## src/rtl/stn_lut_mapper.sv

```systemverilog
module stn_lut_mapper #(
  parameter int HW = 10,
  parameter int WW = 11,
  parameter int BW = WW + 3
) (
  input  logic          clk,
  input  logic          rst_n,
  input  logic          wr_en,
  input  logic [1:0]    wr_sel,
  input  logic [31:0]   wr_data,
  input  logic          packed_mode,
  input  logic [7:0]    pix_idx,
  output logic [5:0]    red_o,
  output logic [5:0]    grn_o,
  output logic [5:0]    blu_o,
  input  logic [3:0]    depth_code,
  input  logic [HW-1:0] height_fld,
  input  logic [WW-1:0] width_fld,
  output logic [HW:0]   line_count,
  output logic [BW-1:0] line_bytes
);

  logic [31:0] lut_r, lut_g;
  logic [15:0] lut_b;

  always_ff @(posedge clk) begin
    if (!rst_n) begin
      lut_r <= '0;
      lut_g <= '0;
      lut_b <= '0;
    end else if (wr_en) begin
      case (wr_sel)
        2'd0: lut_r <= wr_data;
        2'd1: lut_g <= wr_data;
        2'd2: lut_b <= wr_data[15:0];
        default: ;
      endcase
    end
  end

  logic [2:0] r_sel, g_sel;
  logic [1:0] b_sel;
  logic       rg_ok, b_ok;

  assign r_sel = packed_mode ? pix_idx[7:5] : pix_idx[2:0];
  assign g_sel = packed_mode ? pix_idx[4:2] : pix_idx[2:0];
  assign b_sel = pix_idx[1:0];
  assign rg_ok = packed_mode | (pix_idx[7:3] == 5'd0);
  assign b_ok  = packed_mode | (pix_idx[7:2] == 6'd0);

  assign red_o = rg_ok ? {lut_r[{r_sel, 2'b00} +: 4], 2'b00} : 6'd0;
  assign grn_o = rg_ok ? {lut_g[{g_sel, 2'b00} +: 4], 2'b00} : 6'd0;
  assign blu_o = b_ok  ? {lut_b[{b_sel, 2'b00} +: 4], 2'b00} : 6'd0;

  logic [BW-1:0] wpx;
  assign wpx        = BW'(width_fld) + BW'(1);
  assign line_count = (HW+1)'(height_fld) + (HW+1)'(1);

  always_comb begin
    case (depth_code)
      4'd0:    line_bytes = wpx >> 3;
      4'd1:    line_bytes = wpx >> 2;
      4'd2:    line_bytes = wpx >> 1;
      4'd3:    line_bytes = wpx;
      4'd4:    line_bytes = (wpx + (wpx << 1)) >> 1;
      4'd5:    line_bytes = wpx << 1;
      4'd6:    line_bytes = wpx << 2;
      default: line_bytes = '0;
    endcase
  end

endmodule

```

## config.mk

```make
export PLATFORM = sky130hd
export DESIGN_NAME = stn_lut_mapper
export DESIGN_NICKNAME = d
export VERILOG_FILES = /design/src/rtl/stn_lut_mapper.sv
export SDC_FILE = /design/constraint.sdc
export NUM_CORES = 1
export LEC_CHECK = 0
export CORE_MARGIN = 1
export CORE_UTILIZATION = 52
export DETAILED_ROUTE_END_ITERATION = 8
export PLACE_DENSITY = 0.92
export SYNTH_ARGS = -nofsm -noshare
export SYNTH_HDL_FRONTEND = slang
export SYNTH_SLANG_ARGS = --single-unit
```

## constraint.sdc

```tcl
create_clock -name clk -period 7.34 [get_ports clk]
set_input_delay 2.202 -clock clk [delete_from_list [all_inputs] [get_ports clk]]
set_output_delay 2.202 -clock clk [all_outputs]
set_load 0.02 [all_outputs]
```

==> impl_metrics.csv <==
group,metric,value,unit
status,status,"finished with violations",
status,violations,"negative setup slack",
power_and_ir_drop,p_leak,2.80,nW
synthesis,synth_edf_count,0,
sta,max_slew.worst_pin.slew,1.30,ns
global_route,grt_start_max_net_pins,81,
worst_hold_path,holdPathStages,2,
cells_and_area,final_util,74.1,%
cells_and_area,nets,905,
sta,tns,-0.0334,ns
placed_design,place_area,7010,µm²
floorplan,dieArea,10800,µm²
floorplan,core_area,9910,µm²
placed_design,dp_hpwl,12.5,mm
floorplan,num_rows,36,
cts,clk_pin_slew,0.08,ns
cells_and_area,n_antenna_cell,0,
sta,setup_ws,-0.0199,ns
power_and_ir_drop,total_power,1.14,mW
critical_path,path_class,"primary input to output port",
global_route,grt_remaining_overflow,0,
cts,h-tree-depth,3,
global_route,track_usage,31.7,%
route,firstDrtPassIters,5,
sta,fin_skew,0,ns
route,via_per_inst,6.08,
cells_and_area,area_growth,35.8,%
synthesis,ys_types,73,
job,cap_violations,0,
critical_path,crit-reg2reg-launch,"lut_g[5]$_SDFFE_PN0P_",
placed_design,numPortBuffers,107,
route,vias,5834,
synthesis,synthAdderAreaFrac,3.01,%
cts,clockBufferDepth,2,
global_route,grt_pass1_vias,5809,
cells_and_area,fin_area,7350,µm²
critical_path,cp-start-kind,"primary input",
synthesis,synth_compound_area_share,23.6,%
cts,cts_tree,"yes",
critical_path,reg2reg_to,"lut_g[5]$_SDFFE_PN0P_",
sta,rsz0062_at_grt,"yes",
sta,slew_headroom,13.1,%
placed_design,dpl_worst_slack,-0.526,ns
route,drcViolationCount,0,
critical_path,path_max_fanout,6,
synthesis,synth_xor_area_share,4.83,%
cts,cts_hold_buffers,0,
floorplan,start_util,54.6,%
synthesis,syn_area,5410,µm²
sta,period_needed,7.36,ns
synthesis,netlist.area_leader.share,29.6,%
cells_and_area,final_layout_size_suffix_gt1_share,20.5,%
sta,hold_violations,0,
route,drtAntennaViolNets,0,
synthesis,ys_seq_area_share,29.6,%
synthesis,yosys-top-cells-area,"dfxtp_1, nand2_1, a21boi_0",
cts,cts_made_buffers,9,
cells_and_area,fin_cells,959,
sta,fmax,0.136,GHz
synthesis,synth-main-ff-cell,"dfxtp_1",
sta,setup_viol,2,
placed_design,place.gp.congestion,0.913,
cts,clk_latency,0.36,ns
critical_path,cp-end-kind,"output port",
synthesis,synth_common_cells,"nand2_1, a21boi_0, dfxtp_1",
sta,worst_hold_slack,0.473,ns
critical_path,critPathRequiredTime,5.14,ns
route,wl,17.7,mm
synthesis,syn_avg_cell_area,8.17,µm²
worst_hold_path,hp-class,"flip-flop to flip-flop",
sta,final-max-slew-violation-count,0,
route,wl_per_cell,18.4,µm
worst_hold_path,hold_end,"lut_r[22]$_SDFFE_PN0P_",
synthesis,synth_top_family_by_area,"compound AO/OA/AOI/OAI gates",
critical_path,rrSetupSlack,6.59,ns
synthesis,ys_warn_count,0,
global_route,antenna_found_initial,0,
synthesis,syn_inst,662,
placed_design,post-place-cells,937,
floorplan,ios,114,
synthesis,ys_ff_latch,80,
critical_path,r2r_cells,2,
synthesis,async_flop_share,0,%
synthesis,synth_mux_area_share,9.99,%
route,drtIter0Drc,480,
critical_path,cp.arrival,5.16,ns
worst_hold_path,hp-start,"lut_r[22]$_SDFFE_PN0P_",
power_and_ir_drop,ir_worst_vdd,160,µV
floorplan,die-width,104,µm
cells_and_area,fill_cells,684,
floorplan,chipHeight,104,µm
global_route,grt_pass1_wl,27.7,mm
cts,root_buffer,"clkbuf_8",
power_and_ir_drop,power.density,156,nW/µm²
sta,fin_crit_sh,100,%
synthesis,yosys.cell_count.top_type,"nand2_1",
synthesis,yosys.area.top_type,"dfxtp_1",
cts,cts.sinks,80,
synthesis,yosys.area_share.simple,23.5,%
==> power breakdown <==
part	total (mW)	internal, mW	switching (mW)
clock	0.346	0.171	0.175
sequential	0.456	0.448	0.00747
combinational	0.341	0.164	0.177
==> per-layer routing <==
| metal | global-route usage [%] | wire length [µm] | vias to the layer above |
|---|---|---|---|
| li1 | - | - | 2656 |
| met1 | 36.3 | 6650 | 2774 |
| met2 | 56.4 | 8900 | 324 |
| met3 | 6.33 | 1400 | 80 |
| met4 | 15.2 | 723 | 0 |
| met5 | 0 | 0 | - |
==> how the worst max path moves through the flow <==
stage / start / depth (start not counted) / end / slack [ns]
finish: width_fld[1] / 14 / line_bytes[8] / -0.02
global route: width_fld[1] / 14 / line_bytes[8] / -0.14
CTS: width_fld[2] / 13 / line_bytes[12] / -0.14
detailed placement: width_fld[0] / 12 / line_bytes[12] / -0.53
global placement: width_fld[0] / 13 / line_bytes[10] / -0.35
floorplan: width_fld[0] / 11 / line_bytes[7] / 0.42
==> cells by family (layout without fill, tap and decap cells) <==
logic type / Yosys count / in the layout
mux: 29 / 29
other cells: 1 / 6
compound gates: 169 / 169
fa+ha+maj: 13 / 13
buf+inv: 63 / 222
xor+xnor: 26 / 26
flops: 80 / 80
simple gates: 281 / 281
==> worst max-delay path: stages <==
cell	delay (ns)
clkdlybuf4s50_1	0.52
ha_4	0.20
buf_4	0.13
nand3_1	0.13
xnor2_2	0.24
buf_4	0.16
ha_4	0.20
o21ai_2	0.17
and4bb_4	0.28
o311ai_4	0.33
buf_4	0.18
nand4_1	0.11
o311ai_2	0.11
buf_4	0.19
==> flip-flops by register name (all words and copies together) (netlist names) <==
signal  cells
lut_g      32
lut_r      32
lut_b      16
==> repair_timing <==
item                                   in CTS  in global routing
cloned                                      0                  0
setup endpoints to repair                   9                  9
pin swaps                                   1                  6
endpoints found under the hold margin       0                  0
buffers inserted                            0                  6
resized for setup                          28                 29
==> layout make-up <==
class / instances / area, µm² / share of cell area [%]
clock inverter: 6 / 75.1 / 1.02
clock buffer: 10 / 138 / 1.87
sequential: 80 / 1600 / 21.8
multi-input combinational: 524 / 3640 / 49.5
timing repair buffer: 189 / 1660 / 22.6
inverter: 17 / 63.8 / 0.869
tap: 133 / 166 / 2.26
==> cell usage in the layout (no fill, tap or decap), types with 10 or more instances in the layout <==
cell type        count
a21boi_0            80
a21oi_1             20
buf_4               78
clkbuf_8            10
clkdlybuf4s50_1     94
dfxtp_1             80
ha_1                10
inv_1               13
mux4_2              20
nand2_1            183
nand3_1             16
nor2_1              21
nor2b_1             12
xnor2_1             13
Note: power is estimated with default switching activity, not from simulation.
